[config.mk]
export PLATFORM = sky130hd
export DESIGN_NAME = irq_source_agg
export DESIGN_NICKNAME = d
export VERILOG_FILES = /design/src/rtl/irq_agg_pkg.sv /design/src/rtl/irq_src_slot.sv /design/src/rtl/irq_pend_tally.sv /design/src/rtl/irq_vec_pick.sv /design/src/rtl/irq_source_agg.sv
export SDC_FILE = /design/constraint.sdc
export NUM_CORES = 1
export LEC_CHECK = 0
export BUFFER_PORTS_ARGS = -buffer_cell sky130_fd_sc_hd__buf_2
export CORE_MARGIN = 2
export CORE_UTILIZATION = 53
export CTS_CLUSTER_DIAMETER = 60
export DETAILED_ROUTE_END_ITERATION = 12
export MAX_ROUTING_LAYER = met4
export PLACE_DENSITY = 0.85
export RECOVER_POWER = 25
export SLEW_MARGIN = 20
export SYNTH_ARGS = -nofsm -noshare
export SYNTH_HDL_FRONTEND = slang
export SYNTH_SLANG_ARGS = --single-unit
[constraint.sdc]
create_clock -name clk -period 13.3 [get_ports clk]
set_input_delay 0.665 -clock clk [delete_from_list [all_inputs] [get_ports clk]]
set_output_delay 0.665 -clock clk [all_outputs]
set_load 0.01 [all_outputs]
[src/rtl/irq_agg_pkg.sv]
// Shared constants for the interrupt source aggregator.
// Assumes a 4-bit CPU mask level where the all-ones value blocks selection.
package irq_agg_pkg;
    localparam int LEVEL_W = 4;
    localparam logic [LEVEL_W-1:0] LEVEL_BLOCK = 4'hF;

    typedef enum logic {
        TGL_DOWN = 1'b0,
        TGL_UP   = 1'b1
    } tgl_dir_e;
endpackage

[src/rtl/irq_src_slot.sv]
// One interrupt source: a saturating up/down enable counter and a pending
// flag. Assumes at most one toggle step per cycle. The next pending value
// is exported so a tally can count transitions at the same edge.
module irq_src_slot
    import irq_agg_pkg::*;
#(
    parameter int CNT_W = 3,
    parameter logic [CNT_W-1:0] NEED = 1
) (
    input  logic clk,
    input  logic rst_n,
    input  logic hit,
    input  logic up,
    input  logic req,
    output logic pend_d,
    output logic pend_q
);
    logic [CNT_W-1:0] cnt_q;
    logic [CNT_W-1:0] cnt_d;

    // Next counter value: one step toward the toggle, held at both ends.
    always_comb begin
        cnt_d = cnt_q;
        if (hit) begin
            if (tgl_dir_e'(up) == TGL_UP) begin
                if (cnt_q != '1) cnt_d = cnt_q + 1'b1;
            end else begin
                if (cnt_q != '0) cnt_d = cnt_q - 1'b1;
            end
        end
        pend_d = req && (cnt_d == NEED);
    end

    // Register counter and pending state.
    always_ff @(posedge clk) begin
        if (!rst_n) begin
            cnt_q  <= '0;
            pend_q <= 1'b0;
        end else begin
            cnt_q  <= cnt_d;
            pend_q <= pend_d;
        end
    end
endmodule

[src/rtl/irq_pend_tally.sv]
// Running count of pending sources, moved by the number of sources that
// become pending minus those that stop, and the CPU request derived from
// the count leaving or returning to zero.
module irq_pend_tally #(
    parameter int NUM_SRC = 8,
    parameter int TALLY_W = 4
) (
    input  logic               clk,
    input  logic               rst_n,
    input  logic [NUM_SRC-1:0] pend_d,
    input  logic [NUM_SRC-1:0] pend_q,
    output logic [TALLY_W-1:0] count_q,
    output logic               irq_q
);
    logic [TALLY_W-1:0] ups;
    logic [TALLY_W-1:0] downs;
    logic [TALLY_W-1:0] count_d;
    logic               irq_d;

    // Count rising and falling pending flags and form the next tally.
    always_comb begin
        ups   = '0;
        downs = '0;
        for (int i = 0; i < NUM_SRC; i++) begin
            ups   = ups   + TALLY_W'(pend_d[i] & ~pend_q[i]);
            downs = downs + TALLY_W'(~pend_d[i] & pend_q[i]);
        end
        count_d = count_q + ups - downs;
        irq_d   = irq_q;
        if (count_q == '0 && count_d != '0) irq_d = 1'b1;
        else if (count_d == '0)             irq_d = 1'b0;
    end

    // Register tally and CPU request.
    always_ff @(posedge clk) begin
        if (!rst_n) begin
            count_q <= '0;
            irq_q   <= 1'b0;
        end else begin
            count_q <= count_d;
            irq_q   <= irq_d;
        end
    end
endmodule

[src/rtl/irq_vec_pick.sv]
// Combinational vector selection: lowest-index pending source wins,
// nothing is offered while the CPU mask level is at its blocking value.
module irq_vec_pick
    import irq_agg_pkg::*;
#(
    parameter int NUM_SRC = 8,
    parameter int VEC_W   = 12,
    parameter logic [NUM_SRC*VEC_W-1:0] VEC_TAB = '0
) (
    input  logic [NUM_SRC-1:0] pend,
    input  logic [LEVEL_W-1:0] level,
    output logic               valid,
    output logic [VEC_W-1:0]   vec
);
    // Scan from the top so the lowest pending index is written last.
    always_comb begin
        valid = 1'b0;
        vec   = '0;
        for (int i = NUM_SRC - 1; i >= 0; i--) begin
            if (pend[i]) begin
                valid = 1'b1;
                vec   = VEC_TAB[i*VEC_W +: VEC_W];
            end
        end
        if (level == LEVEL_BLOCK) begin
            valid = 1'b0;
            vec   = '0;
        end
    end
endmodule

[src/rtl/irq_source_agg.sv]
// Top of the interrupt source aggregator. The source table is fixed by
// parameters; for every entry the set of sources a toggle reaches is
// resolved at elaboration by walking the link chain, so a toggle (group or
// single) lands on all its sources in one cycle. Assumes link chains are
// no longer than NUM_SRC hops.
module irq_source_agg
    import irq_agg_pkg::*;
#(
    parameter int NUM_SRC = 8,
    parameter int ID_W    = 3,
    parameter int CNT_W   = 3,
    parameter int VEC_W   = 12,
    parameter logic [NUM_SRC*VEC_W-1:0] SRC_VEC =
        {12'h1E0, 12'h000, 12'h180, 12'h160, 12'h140, 12'h120, 12'h100, 12'h000},
    parameter logic [NUM_SRC*CNT_W-1:0] SRC_NEED =
        {3'd0, 3'd1, 3'd2, 3'd1, 3'd1, 3'd2, 3'd1, 3'd1},
    parameter logic [NUM_SRC*ID_W-1:0] SRC_LINK =
        {3'd0, 3'd3, 3'd0, 3'd5, 3'd4, 3'd0, 3'd0, 3'd0}
) (
    input  logic               clk,
    input  logic               rst_n,
    input  logic [NUM_SRC-1:0] src_req,
    input  logic               tgl_valid,
    input  logic [ID_W-1:0]    tgl_id,
    input  logic               tgl_set,
    input  logic [LEVEL_W-1:0] cpu_level,
    output logic               cpu_irq,
    output logic               sel_valid,
    output logic [VEC_W-1:0]   sel_vec
);
    localparam int TALLY_W = $clog2(NUM_SRC + 1);

    // Sources reached by a toggle aimed at entry 'start'.
    function automatic logic [NUM_SRC-1:0] reach_of(input int start);
        logic [NUM_SRC-1:0] m;
        int  cur;
        int  nxt;
        bit  grp;
        bit  live;
        bit  has_vec;
        m    = '0;
        cur  = start;
        grp  = 1'b0;
        live = 1'b1;
        for (int h = 0; h < NUM_SRC; h++) begin
            if (live) begin
                nxt     = int'(SRC_LINK[cur*ID_W +: ID_W]);
                has_vec = (SRC_VEC[cur*VEC_W +: VEC_W] != '0);
                if (cur == 0 || (nxt == 0 &&
                    (SRC_NEED[cur*CNT_W +: CNT_W] == '0 || !has_vec))) begin
                    live = 1'b0;
                end else begin
                    if (has_vec) m[cur] = 1'b1;
                    if ((grp || !has_vec) && nxt != 0 && nxt < NUM_SRC) begin
                        cur = nxt;
                        grp = 1'b1;
                    end else begin
                        live = 1'b0;
                    end
                end
            end
        end
        return m;
    endfunction

    logic [NUM_SRC-1:0] reach_map [NUM_SRC];
    logic [NUM_SRC-1:0] hits;
    logic [NUM_SRC-1:0] pend_d;
    logic [NUM_SRC-1:0] pend_q;
    logic [TALLY_W-1:0] tally_cnt;

    // Per-entry reach table and per-source slots.
    for (genvar g = 0; g < NUM_SRC; g++) begin : g_src
        localparam logic [NUM_SRC-1:0] REACH = reach_of(g);
        assign reach_map[g] = REACH;

        irq_src_slot #(
            .CNT_W (CNT_W),
            .NEED  (SRC_NEED[g*CNT_W +: CNT_W])
        ) u_slot (
            .clk    (clk),
            .rst_n  (rst_n),
            .hit    (hits[g]),
            .up     (tgl_set),
            .req    (src_req[g]),
            .pend_d (pend_d[g]),
            .pend_q (pend_q[g])
        );
    end

    // Select the sources touched by this cycle's toggle.
    always_comb begin
        hits = '0;
        if (tgl_valid && int'(tgl_id) < NUM_SRC) hits = reach_map[tgl_id];
    end

    irq_pend_tally #(
        .NUM_SRC (NUM_SRC),
        .TALLY_W (TALLY_W)
    ) u_tally (
        .clk     (clk),
        .rst_n   (rst_n),
        .pend_d  (pend_d),
        .pend_q  (pend_q),
        .count_q (tally_cnt),
        .irq_q   (cpu_irq)
    );

    irq_vec_pick #(
        .NUM_SRC (NUM_SRC),
        .VEC_W   (VEC_W),
        .VEC_TAB (SRC_VEC)
    ) u_pick (
        .pend  (pend_q),
        .level (cpu_level),
        .valid (sel_valid),
        .vec   (sel_vec)
    );
endmodule

==> out/qor.csv, run 1 <==
metric;value;unit
path_clk_slew;0.09;ns
rsz0062_at_grt;false;
synthFlopType;dfxtp_1;
dpl.hpwl;3.24;mm
clkLatencyLatePin;0.27;ns
synth_compound_area_share;14.3;%
htree_levels;1;
io_buffers;22;
dieArea;4650;µm²
instances_no_fill;322;
synth_most_common_cell;inv_1;
num_vias;1767;
synth_common_cells;inv_1, ha_1, dfxtp_1, nor2_1;
synth_area;2190;µm²
setup_viol;0;
endpoint_kind;register;
gr-total-overflow;0;
drt_iter0_drc;56;
drt_first_pass_iters;4;
io_pins;33;
die_width;68.2;µm
holdBufCountCts;0;
grt_start_max_net_pins;35;
drive_gt1_share;10.3;%
grt_pass1_vias;1611;
yosysWarnings;0;
tightest_slew;0.568;ns
fill_cells;336;
antenna_found_initial;0;
final_antenna_net_count;0;
grt_usage;19.3;%
synthCells;252;
drv_slew;0;
cts.sinks;26;
viasPerCell;5.49;
netlist.area_leader.share;23.8;%
routed_wl;4.04;mm
synth.distinct_cells;54;
cts_made_buffers;3;
dp.cells;318;
synth_top_family_by_area;adder cells;
worstPathArrival;5.91;ns
fmax;174;MHz
synth_enable_flop_cells;0;
finalClockSkew;0.00467;ns
synth_mux_area_share;0.515;%
critPathMaxFanout;6;
synth_fa_ha_area_share;25.4;%
synthXorXnorAreaFrac;3.21;%
crit_type;in -> reg;
ys_seq_area_share;23.8;%
diodes;0;
yosys.area_share.simple;21.5;%
cts_tree;yes;
grt_pass1_wl;6.68;mm
maxCapViolCount;0;
area_growth;6.41;%
synthArstFlopShare;0;%
cts_buffer_depth;2;
fin_tns_setup;0;ns
vdd_ir_drop_max;83.3;µV
die_height;68.2;µm
p_leak;1.07;nW
place.gp.congestion;0.843;
avgRoutedWirePerCell;12.6;µm
period_share;43.3;%
synth_seq_cells;26;
clockRootBuffer;clkbuf_8;
total_power;0.000252;W
ctsResizeCount;0;
p_per_area;108;nW/µm²
slew_headroom;62.1;%
worstPathRequired;13.46;ns
hold_path_class;reg -> reg;
core_area;3970;µm²
finalCriticalPeriod;5.76;ns
synth_top_area_cell;dfxtp_1;
outcome;finished, final reports clean;
drc;0;
rows;23;
syn-mean-instance-area;8.67;µm²
nets;331;
post_cts_buffers;0;
initial_utilization;55.0;%
synth_area_leaders;dfxtp_1, ha_1, fa_1, inv_1, nor2_1;
hold_viol_final;0;
critPathLaunchType;input port;
[critical path: stages]
cell,delay [ns]
clkbuf_1,0.13
inv_1,0.08
ha_1,0.22
o211ai_1,0.41
a211oi_1,0.09
o21a_1,0.22
o311ai_1,0.42
o21ai_0,0.18
fa_1,0.48
fa_1,0.47
fa_1,0.52
inv_1,0.05
fa_1,0.53
inv_1,0.05
ha_1,0.28
ha_1,0.21
fa_1,0.39
xnor2_1,0.23
xnor2_1,0.18
a21oi_1,0.10
[sequential cells by signal (all words and copies together) (netlist names)]
signal	flops
u_tally.count_q	4
u_tally.irq_q	1
g_src.u_slot.cnt_q	15
g_src.u_slot.pend_q	6
[path summary, 6_finish.rpt]
check / start / to / slack [ns] / cells past startpoint
hold / removal: g_src[3].u_slot.cnt_q[1] / g_src[3].u_slot.cnt_q[1] / 0.52 / 2
setup reg to reg: g_src[5].u_slot.cnt_q[1] / u_tally.irq_q / 7.80 / 20
hold reg to reg: g_src[3].u_slot.cnt_q[1] / g_src[3].u_slot.cnt_q[1] / 0.52 / 2
setup / recovery: tgl_id[0] / u_tally.irq_q / 7.54 / 20
[cell usage in the layout (no fill, tap or decap), drive strengths merged, types with 2 or more instances in the layout]
master / netlist / routed
conb: 1 / 8
nor3: 9 / 9
o32ai: 3 / 3
o21ai: 5 / 5
o21a: 2 / 2
ha: 30 / 30
nand2b: 2 / 2
nand4: 3 / 3
nor4: 4 / 4
a211o: 4 / 4
o211ai: 2 / 2
nand3b: 3 / 3
dfxtp: 26 / 26
a21oi: 9 / 9
a211oi: 4 / 4
nand2: 9 / 9
and3b: 2 / 2
xnor2: 7 / 7
nor3b: 2 / 2
or3: 2 / 2
inv: 39 / 39
buf: 12 / 19
a311oi: 3 / 3
and2: 7 / 7
and4: 3 / 3
a31oi: 2 / 2
nor2b: 7 / 7
fa: 9 / 9
clkbuf: 1 / 7
nor2: 21 / 21
nand3: 5 / 5
[area by class of cell]
type | count | area [µm²] | share of cell area, %
Timing Repair Buffer | 22 | 106 | 4.57
Clock buffer | 4 | 55.1 | 2.37
Inverter | 40 | 150 | 6.46
Tap cell | 50 | 62.6 | 2.69
Sequential cell | 26 | 520 | 22.4
Multi-Input combinational cell | 180 | 1430 | 61.5
[per-layer routing]
layer	global-route usage [%]	vias to the layer above	share of wire, %	wire length [µm]
li1	-	880	-	-
met1	21.9	845	44	1760
met2	35.4	38	52	2080
met3	3.13	4	4.0	160
met4	4.50	0	0.94	38
met5	-	-	0	0
[where the power goes]
group / internal, W / switching [W] / total [W] / leakage, nW
registers: 0.0000868 / 0.00000611 / 0.0000929 / 0.212
clock network: 0.0000265 / 0.0000242 / 0.0000507 / 0.0288
logic: 0.0000500 / 0.0000583 / 0.000108 / 0.833
[logic make-up (layout without fill, tap and decap cells)]
kind of cell / Yosys count / in the layout
AO/OA/AOI/OAI: 42 / 42
XOR/XNOR: 8 / 8
adder cells (fa/ha/maj): 39 / 39
buffers and inverters: 53 / 66
flip-flops: 26 / 26
multiplexers: 1 / 1
other: 1 / 8
AND/OR/NAND/NOR: 82 / 82
[metrics by stage]
stage               setup WS (ns)  hold slack (ns)  utilization, %  cell area [µm²]
floorplan                    7.90            0.474               -             2210
global placement             7.48            0.498            57.7             2290
detailed placement           7.31            0.514            57.7             2290
CTS                          7.61            0.527            59.1             2350
global route                 7.22            0.552            58.6             2330
finish                       7.54            0.525            58.6             2330
Power figures use the tool's default switching activity.
==> inputs of run 2 (changes only) <==
==> constraint.sdc (replaced) <==
create_clock -name clk -period 5.3 [get_ports clk]
set_input_delay 0.265 -clock clk [delete_from_list [all_inputs] [get_ports clk]]
set_output_delay 0.265 -clock clk [all_outputs]
set_load 0.01 [all_outputs]
==> run 2 against run 1 <==
Register-to-register slack got worse by 7.6 ns. Final area rose by 11%. Worst hold slack lost 0.31 ns. Die area is the same. Largest cell class unchanged. Worst setup slack lost 7.3 ns. First-iteration DRC count up 70%. Clock skew grew 0.0063 ns. Via count increased by 2.8%. Utilization is 6.4 points higher. Largest power group unchanged.
==> out/qor.csv, run 2 (synthesis gave the netlist of run 1 again) <==
metric;value;unit;change
vdd_ir_drop_max;192;µV;was 83.3 µV
drt_first_pass_iters;4;;unchanged
tightest_slew;0.608;ns;was 0.568 ns
drive_gt1_share;24.7;%;was 10.3%
rsz0062_at_grt;false;;unchanged
dpl.hpwl;3.29;mm;was 3.24 mm
maxCapViolCount;0;;unchanged
seqPwrFrac;30.7;%;was 36.9%
rows;23;;unchanged
combPwrFrac;47.3;%;was 43.0%
worstPathArrival;5.27;ns;was 5.91 ns
regMostFlops;g_src.u_slot.cnt_q;;unchanged
drt_iter0_drc;95;;was 56
switching_power;0.000263;W;was 0.0000887 W
p_leak;1.19;nW;was 1.07 nW
core_area;3970;µm²;unchanged
grt_pass1_wl;7.38;mm;was 6.68 mm
critPathMaxFanout;3;;was 6
mostFrequentLayoutCell;inv_1;;unchanged
setup_ws;0.206;ns;was 7.54 ns
pre_cts_ws;-0.117;ns;was 7.31 ns
htree_levels;1;;unchanged
area_growth;18.0;%;was 6.41%
critPathLaunchType;register;;was input port
layout_common_cells;inv_1, ha_1, dfxtp_1;;unchanged
drv_slew;0;;unchanged
grt_start_max_net_pins;35;;unchanged
regToRegSetupSlack;0.21;ns;was 7.80 ns
path_clk_slew;0.10;ns;was 0.09 ns
hold_ws;0.218;ns;was 0.525 ns
cts_made_buffers;3;;unchanged
initial_utilization;55.0;%;unchanged
worstPathRequired;5.48;ns;was 13.46 ns
p_per_area;295;nW/µm²;was 108 nW/µm²
drc;0;;unchanged
cts_buffer_depth;2;;unchanged
hold_path_class;in -> reg;;was reg -> reg
total_power;0.000760;W;was 0.000252 W
grt_pass1_vias;1744;;was 1611
clockRootBuffer;clkbuf_8;;unchanged
place.gp.congestion;0.843;;about the same
cts.sinks;26;;unchanged
slew_headroom;59.5;%;was 62.1%
avgRoutedWirePerCell;13.7;µm;was 12.6 µm
holdBufCountCts;0;;unchanged
dieArea;4650;µm²;unchanged
final_antenna_net_count;0;;unchanged
hold_viol_final;0;;unchanged
outcome;finished, final reports clean;;unchanged
endpoint_kind;register;;unchanged
die_width;68.2;µm;unchanged
num_vias;1816;;was 1767
clkLatencyLatePin;0.28;ns;was 0.27 ns
die_height;68.2;µm;unchanged
fmax;196;MHz;
stdcell_area;2580;µm²;was 2330 µm²
cts_tree;yes;;unchanged
nets;346;;was 331
top_regs;g_src.u_slot.cnt_q: 15 flops, g_src.u_slot.pend_q: 6 flops, u_tally.count_q: 4 flops;;unchanged
io_buffers;22;;unchanged
antenna_found_initial;0;;unchanged
setup_viol;0;;unchanged
crit_type;reg -> reg;;was in -> reg
p_clk_share;22.0;%;was 20.1%
finalCriticalPeriod;5.09;ns;
internal_power;0.000498;W;was 0.000163 W
switching_share;34.6;%;was 35.2%
period_share;96.1;%;
fill_cells;302;;was 336
io_pins;33;;unchanged
diodes;0;;unchanged
viasPerCell;5.39;;was 5.49
finalClockSkew;0.0110;ns;was 0.00467 ns
gr-total-overflow;0;;unchanged
routed_wl;4.61;mm;was 4.04 mm
largest_reg_flops;15;;unchanged
grt_usage;21.4;%;was 19.3%
dpl-instance-area;2380;µm²;was 2290 µm²
## run 2: changes by cell type in the layout (fill, tap and decap cells not counted), moves of 3 or more
cell and delta:
dfxtp_2 +4, fa_1 -3, buf_4 +15, ha_1 -6, fa_2 +3, ha_2 +4, dfxtp_1 -4
## run 2: per-layer routing
metal  global-route usage [%]  share of wire [%]
met5                        -                  0
met2                     39.1                 49
met4                     6.00                1.5
met1                     24.4                 46
met3                     2.63                3.3
## run 2: timing repair
item                       4_1_cts  5_1_grt
pin swaps                        9       17
gates resized for setup          8       19
gates cloned                     0        0
buffers inserted                 2        1
setup endpoints to repair        2        3
## run 2: layout make-up
type | instances | area (µm²) | share of cell area (%)
multi-input combinational | 180 | 1550 | 60.1
clock inverter | 1 | 30.0 | 1.16
clock buffer | 3 | 41.3 | 1.60
tap | 50 | 62.6 | 2.42
sequential | 26 | 526 | 20.4
timing repair buffer | 37 | 220 | 8.54
inverter | 40 | 150 | 5.82
## run 2: metrics by stage
step	std cells	utilization [%]	setup TNS, ns
after floorplan	259	-	0
after global placement	330	60.0	0
after detailed placement	330	60.0	-0.206
after CTS	336	62.6	0
after global routing	337	65.0	0
final	337	65.0	0
## run 2: worst paths after layout
check                           startpoint                       end  cells past startpoint
setup / recovery  g_src[2].u_slot.cnt_q[1]             u_tally.irq_q                     20
hold / removal                  src_req[7]    g_src[7].u_slot.pend_q                      2
setup reg to reg  g_src[2].u_slot.cnt_q[1]             u_tally.irq_q                     20
hold reg to reg   g_src[3].u_slot.cnt_q[1]  g_src[3].u_slot.cnt_q[1]                      2
## run 2: power groups by stage
stage	combinational, W	clock [W]	sequential [W]
CTS	0.000289	0.000169	0.000232
finish	0.000360	0.000167	0.000233
detailed placement	0.000276	0	0.000237
global placement	0.000266	0	0.000236
global route	0.000400	0.000176	0.000235
floorplan	0.000215	0	0.000235
## run 2: critical path: stages, from the launching register on
cell and delay, ns:
dfxtp_2 0.34, inv_1 0.07, ha_1 0.20, ha_1 0.21, nor2b_1 0.15, a311oi_1 0.29, xnor2_1 0.19, nand3_1 0.14
o21ai_2 0.17, fa_1 0.46, fa_2 0.38, fa_1 0.51, inv_1 0.06, fa_1 0.54, inv_1 0.07, ha_4 0.24
ha_4 0.16, fa_2 0.37, xnor2_2 0.21, xnor2_2 0.14, a21oi_1 0.08
